==> config.mk <==
export PLATFORM = sky130hd
export DESIGN_NAME = spi_slave_tx_uf
export DESIGN_NICKNAME = d
export VERILOG_FILES = /design/src/rtl/spi_uf_pkg.sv /design/src/rtl/spi_uf_sclk_sync.sv /design/src/rtl/spi_uf_age.sv /design/src/rtl/spi_uf_fsm.sv /design/src/rtl/spi_slave_tx_uf.sv
export SDC_FILE = /design/constraint.sdc
export NUM_CORES = 1
export LEC_CHECK = 0
export BUFFER_PORTS_ARGS = -buffer_cell sky130_fd_sc_hd__buf_4
export CORE_MARGIN = 2
export CORE_UTILIZATION = 45
export DETAILED_ROUTE_END_ITERATION = 6
export GPL_TIMING_DRIVEN = 0
export HOLD_SLACK_MARGIN = 0.03
export PLACE_DENSITY = 0.77
export SYNTH_ARGS = -nofsm -noshare
export SYNTH_HDL_FRONTEND = slang
export SYNTH_HIERARCHICAL = 1
export SYNTH_SLANG_ARGS = --single-unit
==> constraint.sdc <==
create_clock -name clk -period 2.25 [get_ports clk]
set_input_delay 0.3375 -clock clk [delete_from_list [all_inputs] [get_ports clk]]
set_output_delay 0.3375 -clock clk [all_outputs]
set_load 0.03 [all_outputs]
==> src/rtl/spi_uf_pkg.sv <==
package spi_uf_pkg;
    typedef enum logic [1:0] {
        ST_IDLE = 2'd0,
        ST_SEND = 2'd1,
        ST_FILL = 2'd2
    } tx_state_e;
endpackage

==> src/rtl/spi_uf_sclk_sync.sv <==
module spi_uf_sclk_sync #(
    parameter int STAGES = 2
) (
    input  logic clk,
    input  logic rst_n,
    input  logic sclk_in,
    output logic rise
);
    // pipe[STAGES-1] is the synchronized clock; pipe[STAGES] is its previous value
    logic [STAGES:0] pipe;

    always_ff @(posedge clk or negedge rst_n) begin
        if (!rst_n) pipe <= '0;
        else        pipe <= {pipe[STAGES-1:0], sclk_in};
    end

    assign rise = pipe[STAGES-1] & ~pipe[STAGES];

    // A detected edge lasts one peripheral cycle only
    p_single_rise_r9: assert property (@(posedge clk) disable iff (!rst_n)
        rise |=> !rise);
endmodule

==> src/rtl/spi_uf_age.sv <==
module spi_uf_age #(
    parameter int LATE_WIN = 3
) (
    input  logic clk,
    input  logic rst_n,
    input  logic tx_empty,
    output logic ripe
);
    localparam int AW = $clog2(LATE_WIN + 1);
    localparam logic [AW-1:0] AGE_MAX = AW'(LATE_WIN);

    logic [AW-1:0] age;

    always_ff @(posedge clk or negedge rst_n) begin
        if (!rst_n)              age <= '0;
        else if (tx_empty)       age <= '0;
        else if (age != AGE_MAX) age <= age + 1'b1;
    end

    assign ripe = (age == AGE_MAX);

    p_age_bound_r3: assert property (@(posedge clk) disable iff (!rst_n)
        age <= AGE_MAX);
    p_empty_unripe_r3: assert property (@(posedge clk) disable iff (!rst_n)
        tx_empty |=> !ripe);
endmodule

==> src/rtl/spi_uf_fsm.sv <==
module spi_uf_fsm
    import spi_uf_pkg::*;
#(
    parameter int DATA_W    = 8,
    parameter int HOLD_BITS = 2
) (
    input  logic              clk,
    input  logic              rst_n,
    input  logic              rise,
    input  logic              tx_empty,
    input  logic              ripe,
    input  logic [DATA_W-1:0] tx_data,
    input  logic              fill_pol,
    input  logic              uf_clr,
    output logic              miso,
    output logic              tx_pop,
    output logic              uf_flag
);
    localparam int CW = $clog2(DATA_W);
    localparam logic [CW-1:0] LAST_IDX = CW'(DATA_W - 1);

    tx_state_e         state, state_nxt;
    logic [CW-1:0]     cnt;
    logic [DATA_W-1:0] shreg;
    logic              late_q;
    logic              go;
    logic              in_hold;

    assign go      = !tx_empty && ripe;
    assign in_hold = late_q && (int'(cnt) < HOLD_BITS);

    always_comb begin
        state_nxt = state;
        unique case (state)
            ST_IDLE: if (rise) state_nxt = go ? ST_SEND : ST_FILL;
            ST_SEND: if (rise && cnt == LAST_IDX) state_nxt = ST_IDLE;
            ST_FILL: if (rise && cnt == LAST_IDX) state_nxt = ST_IDLE;
            default: state_nxt = ST_IDLE;
        endcase
    end

    always_ff @(posedge clk or negedge rst_n) begin
        if (!rst_n) state <= ST_IDLE;
        else        state <= state_nxt;
    end

    always_ff @(posedge clk or negedge rst_n) begin
        if (!rst_n) begin
            miso    <= 1'b0;
            tx_pop  <= 1'b0;
            uf_flag <= 1'b0;
            cnt     <= '0;
            shreg   <= '0;
            late_q  <= 1'b0;
        end else begin
            tx_pop <= 1'b0;
            if (rise && state == ST_IDLE && !go) uf_flag <= 1'b1;
            else if (uf_clr)                     uf_flag <= 1'b0;
            if (rise) begin
                unique case (state)
                    ST_IDLE: begin
                        cnt <= CW'(1);
                        if (go) begin
                            miso   <= tx_data[DATA_W-1];
                            shreg  <= tx_data << 1;
                            tx_pop <= 1'b1;
                            late_q <= 1'b0;
                        end else begin
                            late_q <= !tx_empty;
                            if (tx_empty || HOLD_BITS == 0) miso <= fill_pol;
                        end
                    end
                    ST_SEND: begin
                        miso  <= shreg[DATA_W-1];
                        shreg <= shreg << 1;
                        cnt   <= cnt + 1'b1;
                    end
                    ST_FILL: begin
                        if (!in_hold) miso <= fill_pol;
                        cnt <= cnt + 1'b1;
                    end
                    default: cnt <= '0;
                endcase
            end
        end
    end

    p_pop_has_data_r2: assert property (@(posedge clk) disable iff (!rst_n)
        tx_pop |-> $past(!tx_empty));
    p_flag_sticky_r7: assert property (@(posedge clk) disable iff (!rst_n)
        (uf_flag && !uf_clr) |=> uf_flag);
    p_no_pop_on_uf_r10: assert property (@(posedge clk) disable iff (!rst_n)
        $rose(uf_flag) |-> !tx_pop);
    p_hold_level_r4: assert property (@(posedge clk) disable iff (!rst_n)
        (rise && state == ST_FILL && in_hold) |=> $stable(miso));
    p_fill_level_r5: assert property (@(posedge clk) disable iff (!rst_n)
        (rise && state == ST_FILL && !in_hold) |=> (miso == $past(fill_pol)));
    p_quiet_r9: assert property (@(posedge clk) disable iff (!rst_n)
        !rise |=> $stable(miso));
endmodule

==> src/rtl/spi_slave_tx_uf.sv <==
module spi_slave_tx_uf #(
    parameter int DATA_W      = 8,
    parameter int LATE_WIN    = 3,
    parameter int HOLD_BITS   = 2,
    parameter int SYNC_STAGES = 2
) (
    input  logic              clk,
    input  logic              rst_n,
    input  logic              sclk,
    input  logic              tx_empty,
    input  logic [DATA_W-1:0] tx_data,
    input  logic              fill_pol,
    input  logic              uf_clr,
    output logic              miso,
    output logic              tx_pop,
    output logic              uf_flag
);
    logic sclk_rise;
    logic word_ripe;

    spi_uf_sclk_sync #(.STAGES(SYNC_STAGES)) u_sync (
        .clk     (clk),
        .rst_n   (rst_n),
        .sclk_in (sclk),
        .rise    (sclk_rise)
    );

    spi_uf_age #(.LATE_WIN(LATE_WIN)) u_age (
        .clk      (clk),
        .rst_n    (rst_n),
        .tx_empty (tx_empty),
        .ripe     (word_ripe)
    );

    spi_uf_fsm #(.DATA_W(DATA_W), .HOLD_BITS(HOLD_BITS)) u_fsm (
        .clk      (clk),
        .rst_n    (rst_n),
        .rise     (sclk_rise),
        .tx_empty (tx_empty),
        .ripe     (word_ripe),
        .tx_data  (tx_data),
        .fill_pol (fill_pol),
        .uf_clr   (uf_clr),
        .miso     (miso),
        .tx_pop   (tx_pop),
        .uf_flag  (uf_flag)
    );
endmodule

* After elaboration in Yosys (flattened, before gate mapping)
Index checks and enable logic that the tools add are counted.
Cells by class: add/sub/neg operators 2, $mul 0, divide/modulo/power cells 0, order comparisons 1, equality and inequality tests 10, shifts and indexed selects 0, mux-type cells 19, bitwise operators 2, reductions and logical operators 17
Operators with widths (count):
- $pmux 8 s2 | 1
- $mux 2 | 5
- $mux 1 | 9
- $mux 8 | 1
- $ne 2x1->1 const B | 3
- $pmux 3 s2 | 1
- $reduce_bool 2->1 | 3
- $logic_and 1x1->1 | 5
- $eq 2x2->1 const B | 2
- $ne 2x2->1 const B | 2
- $pmux 2 s2 | 1
- $reduce_and 2->1 | 2
- $reduce_and 4->1 | 1
- $add 3x1->3 const B | 1
- $eq 3x3->1 const B | 1
- $lt 3x2->1 const B | 1
- $ne 3x2->1 const B | 1
- $pmux 1 s3 | 1
- $reduce_and 3->1 | 1
- $reduce_bool 3->1 | 1
- $add 2x1->2 const B | 1
- $eq 2x1->1 const B | 1
- $logic_not 1->1 | 2
- $logic_not 2->1 | 1
- 3 further kinds | 3
Storage, ports and cells: flip-flop bits (word level) 22, bits in latches 0, memory bits (writable) 0, ROM bits 0, input bits 14, output and inout bits 3, word-level logic and storage cells 60, memories kept 0

* Depth between registers and ports, before layout
word-level depth 5, gate-level depth with buffers 5, gate-level depth less buffers 5

* By module
Netlist, hierarchy kept.
By module, submodules not included:
- spi_uf_fsm | instances 1, cells an instance 76, area an instance 889.6 sq um, seq. area each 400.4 sq um
- spi_uf_age | instances 1, cells an instance 7, area an instance 88.8 sq um, seq. area each 50.0 sq um
- spi_uf_sclk_sync | instances 1, cells an instance 4, area an instance 88.8 sq um, seq. area each 75.1 sq um

* Worst setup path after synthesis
No wires, ideal clock.
path type register to register, start point reg u_fsm.state[0], end point reg u_fsm.shreg[1], setup time 0.125 ns, arrival time 1.459 ns, slack 0.666 ns, cell stages (with the launch flop) 6, buffers on the path 0, clock period less this slack 1.584 ns, path through dfrtp_1 inv_1 ha_1 nand2b_1 a21oi_4 mux2_2
Between the ends: cells in the longest elaborated chain, start to end 3, elaborated cells on any way between the ends 6, classes of those cells 2 x eq/ne; 1 x mux; 3 x reduce/logical
Ends and longest elaborated chain:
- start: declaration | RTL line spi_uf_fsm.sv:22 | tx_state_e state, state_nxt;
- start signal: assignment | RTL line spi_uf_fsm.sv:44 | else state <= state_nxt;
- $logic_not 2->1 / $eq 2x1->1 (equally long branches) | RTL line spi_uf_fsm.sv:60 | unique case (state)
- $ne 2x1->1 (no source line) / $reduce_bool 2->1 (equally long branches)
- $reduce_and 3->1 (no source line)
- end signal: assignment | RTL line spi_uf_fsm.sv:65 | shreg <= tx_data << 1;
- end signal: assignment | RTL line spi_uf_fsm.sv:75 | shreg <= shreg << 1;
- end: declaration | RTL line spi_uf_fsm.sv:24 | logic [DATA_W-1:0] shreg;
Several ways; a longest one is shown, not always the timed one. A chain may end at the register's enable or synchronous reset.

* Worst setup path in the final report
start point reg u_fsm.state[0], end point reg u_fsm.shreg[4]
The elaborated chain is that of the path after synthesis.

==> metrics.yaml <==
critical_path:
  crit_path_cell_trace: "inv_1 -> ha_1 -> nand2b_1 -> a21oi_4 -> mux2_2"
  critPathRequiredTime_ps: 2440
  critical_path_peak_fanout: 7
  critical_path.max_stage_delay_ps: 460
  worst_path_max_delay_cell: "dfrtp_1"
  critical_path.n_buffers_inverters: 1
  critical_path_class: "reg -> reg"
  end_kind: "flip-flop"
  critical_path.startpoint_type: "flip-flop"
  critPathTopFamily: "flip-flops"
  cp_data_arrival_time_ps: 1980
sta:
  final.setup_skew_ps: 8.66
  period_minus_slack_ps: 1790
  final_max_slew_viol_count: 0
  fin_ws_ps: 461
  max_freq_mhz: 559
  relSlewSlack_pct: 75.6
  timing.setup.tns_ps: 0
  hold_viol: 0
  grt_setup_unrepaired: "false"
  period_share_pct: 79.5
  transition_time_at_the_pin_with_the_least_slew_margin_ps: 360
  timing.final.setup_violations: 0
logic_synthesis:
  number_of_instances_in_the_synthesized_netlist: 87
  seq_area_frac_synth_pct: 49.2
  mappedNetlistNets: 109
  synth.distinct_cells: 27
  average_instance_area_after_synthesis_um2: 12.3
  synth_seq_cells: 21
  yosys_synthesis_warning_count: 6
  post_synth_instance_area_mm2: 0.00107
grt:
  first_global_vias: 772
  grtUsageTotal_pct: 17.2
  grt_pass1_wl_um: 3380
  grt_start_max_net_pins: 22
  grt_remaining_overflow: 0
  initial_antenna_violation_count: 0
clock_network:
  path_clk_slew_ps: 120
  clock_tree.htree_level_count: 1
  ctsRootBufferMaster: "clkbuf_4"
  cts.sinks: 21
  cts_hold_repair.buffers: 1
  clockBufferDepth: 2
  numCtsBuffers: 3
  tritoncts_clock_tree: "built"
  postCtsSetupRepairBufs: 0
  insertion_delay_ps: 310
  cts_repair_resize_count: 0
cells_and_area:
  antenna_cells_inserted: 0
  layout-drive-gt1-share_pct: 32.4
  n_fill_cell: 194
  fin_nets: 131
  most-common-layout-cells: "dfrtp_1, buf_4, mux2_2"
  commonest_non_fill_non_tap_cell_in_the_layout: "dfrtp_1"
  design_area_mm2: 0.00126
  layout-area-overhead-vs-synth_pct: 17.9
floorplan:
  pin_count: 17
  fp.dieArea_mm2: 0.00278
  placement_row_count: 17
  die-width_um: 52.7
  y_dimension_of_the_die_um: 52.7
  initial_standard_cell_utilization_of_the_core_pct: 47.8
  core_footprint_mm2: 0.00223
place:
  dpl-instance-area_mm2: 0.00122
  portBuffers: 16
  globalplace.congestion: 0.855
  pre_cts_ws_ps: 506
  detailed_placement_wirelength_estimate_um: 1440
min_path:
  min_path_type: "in -> reg"
flow_run:
  timing.max_cap.violations: 0
route:
  drcViolationCount: 0
  drt-initial-drc-count: 14
  antenna_violating_nets_post_route: 0
  post_drt_via_cell_ratio: 5.29
  routedWlPerCell_um: 13.8
  drt-total-wl_um: 1880
  number_of_iterations_in_the_first_detailed_routing_pass: 4
  routed-via-count: 719
power_and_ir_drop:
  power_density_mw_per_mm2: 868
  peakVddDrop_v: 0.000600
  fin_total_pwr_mw: 1.09
  power_leakage_nw: 0.577
run_status:
  run_status: "completed"
## power by group
group	leakage (nW)	switching, mW	internal (mW)
logic	0.302	0.178	0.178
registers	0.259	0.0690	0.486
clock network	0.0150	0.113	0.0692
## stage by stage
| stage | util (%) | cells | hold WS (ps) |
|---|---|---|---|
| after floorplan | - | 87 | 41.9 |
| after global placement | 54.7 | 131 | 228 |
| after detailed placement | 54.7 | 131 | 237 |
| after CTS | 56.4 | 136 | 124 |
| after global routing | 56.4 | 136 | 118 |
| final | 56.4 | 136 | 135 |
## worst paths after layout
path	from	endpoint	slack, ps	depth (start not counted)
worst max-delay path	u_fsm/state[0]	u_fsm/shreg[4]	460	5
worst min-delay path	sclk	u_sync/pipe[0]	140	1
worst max register to register	u_fsm/state[0]	u_fsm/shreg[4]	460	5
worst min register to register	u_sync/pipe[0]	u_sync/pipe[1]	360	0
max in group asynchronous	rst_n	u_sync/pipe[0]	1600	2
min in group asynchronous	rst_n	u_fsm/shreg[1]	440	2
## flip-flops by register name, indices dropped and copies added (netlist names)
| register | count |
|---|---|
| u_fsm/cnt | 3 |
| u_age/age | 2 |
| u_fsm/miso | 1 |
| u_fsm/uf_flag | 1 |
| u_fsm/tx_pop | 1 |
| u_sync/pipe | 3 |
| u_fsm/state | 2 |
| u_fsm/shreg | 7 |
| u_fsm/late_q | 1 |
## cell families (layout without fill, tap and decap cells)
family	after synthesis	count (layout)	synth area share (%)
compound gates	15	15	11.3
xor+xnor	1	1	0.821
fa+ha+maj	8	8	9.38
buf+inv	8	29	2.81
flops	21	21	49.2
mux	14	14	14.7
simple gates	20	20	11.8
## cells in the mapped netlist, drive strengths merged
| library cell | count | area (um^2) |
|---|---|---|
| and3b | 1 | 8.76 |
| nor3b | 1 | 7.51 |
| xor2 | 1 | 8.76 |
| o31ai | 3 | 22.5 |
| nand2b | 5 | 33.8 |
| clkbuf | 1 | 3.75 |
| dfrtp | 21 | 526 |
| a22oi | 1 | 7.51 |
| mux2 | 13 | 146 |
| ha | 8 | 100 |
| o2bb2ai | 2 | 17.5 |
| a21oi | 3 | 26.3 |
| a221oi | 1 | 8.76 |
| or3 | 1 | 6.26 |
| nor2 | 3 | 11.3 |
| nor2b | 3 | 26.3 |
| nand2 | 4 | 15.0 |
| nand3b | 1 | 7.51 |
| inv | 7 | 26.3 |
| o22ai | 2 | 12.5 |
| a211oi | 1 | 7.51 |
| nor4bb | 1 | 10.0 |
| mux2i | 1 | 10.0 |
| a22o | 2 | 17.5 |
## per-layer routing
| layer | up-vias | track usage (%) | part of all wire, % |
|---|---|---|---|
| li1 | 355 | - | - |
| met1 | 353 | 20.1 | 43 |
| met2 | 7 | 28.7 | 52 |
| met3 | 4 | 3.43 | 2.6 |
| met4 | 0 | 10.3 | 2.2 |
| met5 | - | 0 | 0 |
## final cells by class
| class | instances | area, um^2 | share of cell area [%] |
|---|---|---|---|
| timing repair buffer | 17 | 130 | 10.3 |
| multi-input combinational | 58 | 512 | 40.7 |
| inverter | 7 | 26.3 | 2.09 |
| clock buffer | 4 | 26.3 | 2.09 |
| buffer | 1 | 3.75 | 0.298 |
| tap | 28 | 35.0 | 2.78 |
| sequential | 21 | 526 | 41.7 |
No activity file was read; power rests on OpenSTA's default activity.
